--- config.mk ---
export PLATFORM = sky130hd
export DESIGN_NAME = regwin_top
export DESIGN_NICKNAME = d
export VERILOG_FILES = /design/src/rtl/regwin_pkg.sv /design/src/rtl/regwin_decode.sv /design/src/rtl/regwin_half_ram.sv /design/src/rtl/regwin_top.sv
export SDC_FILE = /design/constraint.sdc
export NUM_CORES = 2
export LEC_CHECK = 0
export ABC_AREA = 0
export BUFFER_PORTS_ARGS = -buffer_cell sky130_fd_sc_hd__buf_2
export CAP_MARGIN = 15
export CORE_MARGIN = 2
export CORE_UTILIZATION = 55
export CTS_CLUSTER_SIZE = 8
export DETAILED_ROUTE_END_ITERATION = 10
export PLACE_DENSITY = 0.71
export REMOVE_ABC_BUFFERS = 1
export SLEW_MARGIN = 20
export SYNTH_ARGS = -nofsm -noshare
export SYNTH_HDL_FRONTEND = slang
export SYNTH_SLANG_ARGS = --single-unit
export TNS_END_PERCENT = 100
--- constraint.sdc ---
create_clock -name clk -period 7.4 [get_ports clk]
set_input_delay 0.37 -clock clk [delete_from_list [all_inputs] [get_ports clk]]
set_output_delay 0.37 -clock clk [all_outputs]
set_load 0.01 [all_outputs]
--- src/rtl/regwin_pkg.sv ---
package regwin_pkg;

  // Classification of the current index register value.
  typedef enum logic [2:0] {
    KIND_ID,
    KIND_VER,
    KIND_ARB,
    KIND_TBL,
    KIND_NONE
  } win_kind_t;

  // Source of the data returned by a read, chosen in the first read stage.
  typedef enum logic [2:0] {
    SRC_ZERO,
    SRC_SEL,
    SRC_ID,
    SRC_VER,
    SRC_LO,
    SRC_HI
  } rd_src_t;

  // Maps the index classification to a read source.
  // The arbitration index reads the identifier.
  function automatic rd_src_t kind_to_src(win_kind_t k, logic upper);
    case (k)
      KIND_ID:  return SRC_ID;
      KIND_ARB: return SRC_ID;
      KIND_VER: return SRC_VER;
      KIND_TBL: return upper ? SRC_HI : SRC_LO;
      default:  return SRC_ZERO;
    endcase
  endfunction

endpackage

--- src/rtl/regwin_decode.sv ---
module regwin_decode
  import regwin_pkg::*;
#(
  parameter int SEL_W    = 8,
  parameter int NUM_PINS = 24,
  parameter int TBL_BASE = 16,
  parameter int IDX_W    = 5
) (
  input  logic [SEL_W-1:0] sel,
  output win_kind_t        kind,
  output logic [IDX_W-1:0] idx,
  output logic             upper
);

  localparam logic [SEL_W-1:0] IDX_ID   = SEL_W'(0);
  localparam logic [SEL_W-1:0] IDX_VER  = SEL_W'(1);
  localparam logic [SEL_W-1:0] IDX_ARB  = SEL_W'(2);
  localparam logic [SEL_W-1:0] BASE     = SEL_W'(TBL_BASE);
  localparam logic [SEL_W:0]   TBL_SPAN = (SEL_W+1)'(2 * NUM_PINS);

  // Position inside the table range. Bit 0 picks the half, the rest picks the entry.
  logic [SEL_W-1:0] tbl_off;
  assign tbl_off = sel - BASE;

  always_comb begin
    kind  = KIND_NONE;
    idx   = '0;
    upper = 1'b0;
    if (sel == IDX_ID) begin
      kind = KIND_ID;
    end else if (sel == IDX_VER) begin
      kind = KIND_VER;
    end else if (sel == IDX_ARB) begin
      kind = KIND_ARB;
    end else if ((sel >= BASE) && ({1'b0, tbl_off} < TBL_SPAN)) begin
      kind  = KIND_TBL;
      idx   = IDX_W'(tbl_off >> 1);
      upper = tbl_off[0];
    end
  end

endmodule

--- src/rtl/regwin_half_ram.sv ---
module regwin_half_ram #(
  parameter int DEPTH = 24,
  parameter int AW    = 5,
  parameter int DW    = 32
) (
  input  logic          clk,
  input  logic          we,
  input  logic [AW-1:0] waddr,
  input  logic [DW-1:0] wdata,
  input  logic [AW-1:0] a_addr,
  output logic [DW-1:0] a_q,
  input  logic [AW-1:0] b_addr,
  output logic [DW-1:0] b_q
);

  // One write port and two registered read ports, so it maps onto block RAM.
  logic [DW-1:0] mem [DEPTH];

  always_ff @(posedge clk) begin
    if (we) begin
      mem[waddr] <= wdata;
    end
    a_q <= mem[a_addr];
    b_q <= mem[b_addr];
  end

endmodule

--- src/rtl/regwin_top.sv ---
module regwin_top
  import regwin_pkg::*;
#(
  parameter int          ADDR_W    = 12,
  parameter int          NUM_PINS  = 24,
  parameter int          SEL_W     = 8,
  parameter int          ID_W      = 4,
  parameter int          ID_LSB    = 24,
  parameter logic [7:0]  VER_CODE  = 8'h11,
  parameter int          ENT_LSB   = 16,
  parameter logic [7:0]  SEL_OFF   = 8'h00,
  parameter logic [7:0]  WIN_OFF   = 8'h10,
  parameter int          TBL_BASE  = 16,
  parameter int          WIN_BYTES = 4,
  parameter int          IDX_W     = (NUM_PINS > 1) ? $clog2(NUM_PINS) : 1
) (
  input  logic              clk,
  input  logic              rst,
  input  logic              req,
  input  logic              req_wr,
  input  logic [2:0]        req_size,
  input  logic [ADDR_W-1:0] req_addr,
  input  logic [31:0]       req_wdata,
  output logic              rsp_valid,
  output logic [31:0]       rsp_rdata,
  output logic              svc_pulse,
  input  logic [IDX_W-1:0]  core_idx,
  output logic [63:0]       core_entry
);

  localparam int          DEC_W    = 8;
  localparam logic [31:0] VER_WORD = 32'(VER_CODE) | (32'(NUM_PINS - 1) << ENT_LSB);

  // ---------------- address decode ----------------
  logic [DEC_W-1:0] off8;
  logic             hit_sel, hit_win, size_ok;
  assign off8    = req_addr[DEC_W-1:0];
  assign size_ok = (req_size == 3'(WIN_BYTES));
  assign hit_sel = (off8 == SEL_OFF);
  assign hit_win = (off8 == WIN_OFF) && size_ok;

  generate
    if (ADDR_W > DEC_W) begin : g_addr_hi
      logic addr_unused;
      assign addr_unused = ^req_addr[ADDR_W-1:DEC_W];
    end
  endgenerate

  // ---------------- index register and its decode ----------------
  logic [SEL_W-1:0] sel_q;
  logic [ID_W-1:0]  id_q;
  win_kind_t        kind;
  logic [IDX_W-1:0] tbl_idx;
  logic             tbl_upper;

  regwin_decode #(
    .SEL_W(SEL_W), .NUM_PINS(NUM_PINS), .TBL_BASE(TBL_BASE), .IDX_W(IDX_W)
  ) u_decode (
    .sel(sel_q), .kind(kind), .idx(tbl_idx), .upper(tbl_upper)
  );

  logic sel_wr, win_wr, tbl_wr, rd_req;
  assign sel_wr = req && req_wr && hit_sel;
  assign win_wr = req && req_wr && hit_win;
  assign tbl_wr = win_wr && (kind == KIND_TBL);
  assign rd_req = req && !req_wr;

  always_ff @(posedge clk) begin
    if (rst) begin
      sel_q     <= '0;
      id_q      <= '0;
      svc_pulse <= 1'b0;
    end else begin
      if (sel_wr) begin
        sel_q <= req_wdata[SEL_W-1:0];
      end
      if (win_wr && (kind == KIND_ID)) begin
        id_q <= req_wdata[ID_LSB +: ID_W];
      end
      svc_pulse <= tbl_wr;
    end
  end

  // ---------------- table storage, one memory per half ----------------
  logic [31:0]      win_q  [2];
  logic [31:0]      core_q [2];
  logic [IDX_W-1:0] win_ra;
  assign win_ra = (kind == KIND_TBL) ? tbl_idx : '0;

  generate
    for (genvar h = 0; h < 2; h++) begin : g_half
      regwin_half_ram #(
        .DEPTH(NUM_PINS), .AW(IDX_W), .DW(32)
      ) u_ram (
        .clk   (clk),
        .we    (tbl_wr && (tbl_upper == 1'(h))),
        .waddr (tbl_idx),
        .wdata (req_wdata),
        .a_addr(win_ra),
        .a_q   (win_q[h]),
        .b_addr(core_idx),
        .b_q   (core_q[h])
      );
    end
  endgenerate

  assign core_entry = {core_q[1], core_q[0]};

  // ---------------- two-stage read pipeline ----------------
  rd_src_t          src_d, s1_src;
  logic             s1_valid;
  logic [SEL_W-1:0] s1_sel;

  always_comb begin
    src_d = SRC_ZERO;
    if (hit_sel) begin
      src_d = SRC_SEL;
    end else if (hit_win) begin
      src_d = kind_to_src(kind, tbl_upper);
    end
  end

  always_ff @(posedge clk) begin
    if (rst) begin
      s1_valid  <= 1'b0;
      s1_src    <= SRC_ZERO;
      s1_sel    <= '0;
      rsp_valid <= 1'b0;
      rsp_rdata <= '0;
    end else begin
      s1_valid  <= rd_req;
      s1_src    <= src_d;
      s1_sel    <= sel_q;
      rsp_valid <= s1_valid;
      if (s1_valid) begin
        case (s1_src)
          SRC_SEL: rsp_rdata <= 32'(s1_sel);
          SRC_ID:  rsp_rdata <= 32'(id_q) << ID_LSB;
          SRC_VER: rsp_rdata <= VER_WORD;
          SRC_LO:  rsp_rdata <= win_q[0];
          SRC_HI:  rsp_rdata <= win_q[1];
          default: rsp_rdata <= '0;
        endcase
      end
    end
  end

  // ---------------- assertions ----------------
  assert_sel_load_R2: assert property (@(posedge clk) disable iff (rst)
    sel_wr |=> (sel_q == $past(req_wdata[SEL_W-1:0])));

  assert_bad_size_keeps_id_R3: assert property (@(posedge clk) disable iff (rst)
    (req && req_wr && !size_ok) |=> $stable(id_q));

  assert_ver_arb_write_ignored_R6: assert property (@(posedge clk) disable iff (rst)
    (win_wr && ((kind == KIND_VER) || (kind == KIND_ARB))) |=> $stable(id_q));

  assert_svc_follows_write_R8: assert property (@(posedge clk) disable iff (rst)
    svc_pulse |-> $past(req && req_wr));

  assert_rsp_from_read_R10: assert property (@(posedge clk) disable iff (rst)
    rsp_valid |-> $past(req && !req_wr, 2));

  assert_write_silent_R10: assert property (@(posedge clk) disable iff (rst)
    (req && req_wr) |-> ##2 !rsp_valid);

endmodule

==> impl_metrics.env <==
export IMPL_outcome="completed"
export IMPL_final_max_slew_violation_count=0
export IMPL_drcViolationCount=0
export IMPL_clock_latency_ns=0.87
export IMPL_ys_ff_latch=1722
export IMPL_routedWlPerCell_um=32.3
export IMPL_place_gp_congestion=0.821
export IMPL_dieArea_mm2=0.145
export IMPL_fmax_mhz=200
export IMPL_coreArea_mm2=0.141
export IMPL_fin_cells=6842
export IMPL_yosysTopAreaCellShare=0.591
export IMPL_ir_drop_mv=0.192
export IMPL_die_h_um=381
export IMPL_tightest_slew_ns=1.10
export IMPL_r2r_end="g_half[1].u_ram.mem[11][9]$_DFFE_PP_"
export IMPL_rsz0062_at_grt="no"
export IMPL_overflow=0
export IMPL_viasPerCell=6.96
export IMPL_drt_wl_total_mm=221
export IMPL_io_pins=154
export IMPL_fin_worst_skew_ns=0.0394
export IMPL_rr_startpoint="sel_q[4]$_SDFFE_PP0P_"
export IMPL_hold_viol=0
export IMPL_synthTopCellsByArea="edfxtp_1, mux4_2, dfxtp_1"
export IMPL_setup_ws_ns=2.41
export IMPL_htree_levels=4
export IMPL_vias=47700
export IMPL_pre_cts_ws_ns=2.61
export IMPL_yosys_warnings=0
export IMPL_antenna_found_initial=6
export IMPL_grt_pass1_vias=47900
export IMPL_powerDensity_mw_per_mm2=244
export IMPL_cts_sinks=1722
export IMPL_nNetsFinal=4805
export IMPL_arrival_ns=5.47
export IMPL_p_sw_mw=4.47
export IMPL_cp_max_fo=56
export IMPL_clock_power_share=0.465
export IMPL_grt_pass1_wl_mm=322
export IMPL_cp_end_kind="register"
export IMPL_syn_inst=4638
export IMPL_cpPeakStageDelay_ns=0.83
export IMPL_syn2layout_area_growth_pct=12.4
export IMPL_slew_headroom=0.264
export IMPL_numCtsBuffers=233
export IMPL_cts_tree="done"
export IMPL_crit_top_cell="buf_4"
export IMPL_synth_distinct_cells=56
export IMPL_min_delay_start="core_idx[2]"
export IMPL_dpl_cell_count=6393
export IMPL_start_util=0.552
export IMPL_combPwrFrac=0.037
export IMPL_cp_start_kind="register"
export IMPL_report_final_setup_viol=0
export IMPL_cap_viol_max_count=0
export IMPL_grt_max_degree=150
export IMPL_worstHoldPathType="in2reg"
export IMPL_p_sw_frac=0.209
export IMPL_port_buffers=149
export IMPL_required_ns=7.88
export IMPL_layout_min_cycle_time_ns=4.99
export IMPL_grt_use_total=0.305
export IMPL_intPower_mw=16.9
export IMPL_synth_edff_count=1536
export IMPL_avgSynthCellArea_um2=16.8
export IMPL_crit_end="g_half[1].u_ram.mem[11][9]$_DFFE_PP_"
export IMPL_drive_gt1_frac=0.273
export IMPL_synthesis_area_mm2=0.0780
export IMPL_dr_pass1_iters=7
export IMPL_final_util=0.621
export IMPL_ys_seq_area_frac=0.639
export IMPL_initialDrtViolationCount=6694
export IMPL_async_flop_share=0
export IMPL_clockRootBuffer="clkbuf_16"
export IMPL_p_seq_frac=0.498
export IMPL_post_cts_buffers=0
export IMPL_nFillCells=10000
export IMPL_crit_slowest_cell="nand3_4"
export IMPL_place_hpwl_mm=118
export IMPL_post_route_period_util=0.674
export IMPL_power_leakage_nw=27.3
export IMPL_r2r_slack_ns=2.41
export IMPL_cts_clk_slew_worst_paths_ns=0.05
export IMPL_setup_tns_ns=0
export IMPL_hold_worst_slack_ns=0.0607
export IMPL_reg2reg_depth=10
export IMPL_path_cells="inv_1 -> ha_1 -> nor3_1 -> nand3_1 -> o31ai_4 -> buf_4 -> nand3_4 -> buf_4 -> nor4_2 -> buf_4"
export IMPL_path_class="reg2reg"
export IMPL_die_x_um=381
export IMPL_startpoint="sel_q[4]$_SDFFE_PP0P_"
export IMPL_cts_path_max_buffers=3
export IMPL_rows=138
export IMPL_antenna_left=0
export IMPL_yosysTopAreaCell="edfxtp_1"
export IMPL_synthFlopType="edfxtp_1"
==> state kept, by name (all words and copies together), names as in the netlist <==
register,count
s1_sel,8
rsp_rdata,32
g_half.u_ram.a_q,64
s1_valid,1
g_half.u_ram.b_q,64
sel_q,8
g_half.u_ram.mem,1536
svc_pulse,1
id_q,4
s1_src,3
rsp_valid,1
==> cell usage after synthesis, types with 64 or more instances <==
cell and number:
mux2i_1 159, nor2_1 363, edfxtp_1 1536, mux4_2 640, a21oi_1 275, nand2_1 71
buf_2 124, dfxtp_1 186, clkbuf_1 197, a32o_1 64, o21ai_0 196, mux2_2 133
inv_1 69, o221ai_1 64, o21a_1 64
==> per-layer routing <==
metal,vias to the layer above,GRT usage,part of all wire
met5,-,0,0.000059
met4,2,0.126,0.041
met3,547,0.0727,0.12
met2,3179,0.464,0.46
met1,24500,0.429,0.37
li1,19400,-,-
==> placed cells by master (no fill, tap or decap), types with 5 or more instances in the layout <==
cell / netlist / routed
a211oi_1: 63 / 63
a21oi_1: 275 / 275
a22o_1: 6 / 6
a22oi_1: 16 / 16
a31oi_1: 63 / 63
a32o_1: 64 / 64
and3_1: 63 / 63
buf_12: 0 / 10
buf_2: 124 / 144
buf_4: 24 / 98
clkbuf_1: 197 / 191
clkbuf_16: 0 / 237
dfxtp_1: 186 / 182
dlygate4sd3_1: 0 / 5
edfxtp_1: 1536 / 1536
inv_1: 69 / 67
mux2_2: 133 / 133
mux2i_1: 159 / 159
mux4_2: 640 / 640
nand2_1: 71 / 71
nand3_1: 12 / 12
nand4_1: 6 / 6
nor2_1: 363 / 327
nor2_4: 0 / 35
nor2b_1: 6 / 6
nor3_1: 20 / 7
nor3_2: 0 / 13
o2111ai_1: 63 / 63
o21a_1: 64 / 64
o21ai_0: 196 / 196
o221ai_1: 64 / 64
or3_1: 63 / 63
==> layout make-up <==
cell class                      count  area [µm²]  share of cell area
Inverter                           71         277             0.00315
Clock inverter                      9         108             0.00123
Clock buffer                      428        6650              0.0758
Multi-Input combinational cell   2454       26600               0.303
Sequential cell                  1722       49900               0.569
Timing Repair Buffer              265        1870              0.0214
Tap cell                         1890        2360              0.0270
Antenna cell                        3        7.51           0.0000856
==> power by group through the flow <==
| stage | clock [mW] | sequential [mW] | combinational [mW] |
|---|---|---|---|
| final | 9.94 | 10.6 | 0.783 |
| after global routing | 10.4 | 10.6 | 0.832 |
| after CTS | 10.0 | 10.6 | 0.786 |
| after detailed placement | 0 | 10.8 | 0.781 |
| after global placement | 0 | 10.8 | 0.776 |
| after floorplan | 0 | 10.9 | 0.321 |
==> metrics by stage <==
stage / total power [mW] / instance area [µm²]
floorplan: 11.2 / 76300
global placement: 11.6 / 80800
detailed placement: 11.6 / 80800
CTS: 21.4 / 87600
global route: 21.9 / 87700
finish: 21.4 / 87700
==> cells by family (layout without fill, tap and decap cells) <==
kind of cell | Yosys count | count (layout) | synth area share
flip-flops | 1722 | 1722 | 0.639
multiplexers | 932 | 932 | 0.224
AO/OA/AOI/OAI | 894 | 894 | 0.0743
AND/OR/NAND/NOR | 626 | 626 | 0.0365
buffers and inverters | 462 | 773 | 0.0257
adder cells (fa/ha/maj) | 2 | 2 | 0.000321
other | 0 | 3 | 0
==> critical path, delay by kind of cell (launching register included) <==
kind	cells	cell delay, ns
AO/OA/AOI/OAI	1	0.11
AND/OR/NAND/NOR	4	1.51
flip-flops	1	0.48
buffers and inverters	4	2.14
adder cells (fa/ha/maj)	1	0.32
==> worst min-delay path by stage <==
stage / to / slack, ns / depth (start not counted)
6_report: g_half[0].u_ram.b_q[1]$_DFF_P_ / 0.06 / 3
5_1_grt: g_half[0].u_ram.b_q[18]$_DFF_P_ / 0.06 / 3
4_1_cts: g_half[1].u_ram.b_q[6]$_DFF_P_ / 0.02 / 3
3_5_place_dp: rsp_rdata[13]$_SDFFE_PP0P_ / 0.48 / 2
3_3_place_gp: rsp_rdata[29]$_SDFFE_PP0P_ / 0.47 / 2
2_1_floorplan: rsp_valid$_SDFF_PP0_ / 0.44 / 1
==> what timing repair did <==
action | CTS | global route
endpoints found under the hold margin | 4 | 0
hold buffers | 5 | 0
gates resized for setup | 0 | 0
No activity file was read; power rests on OpenSTA's default activity.
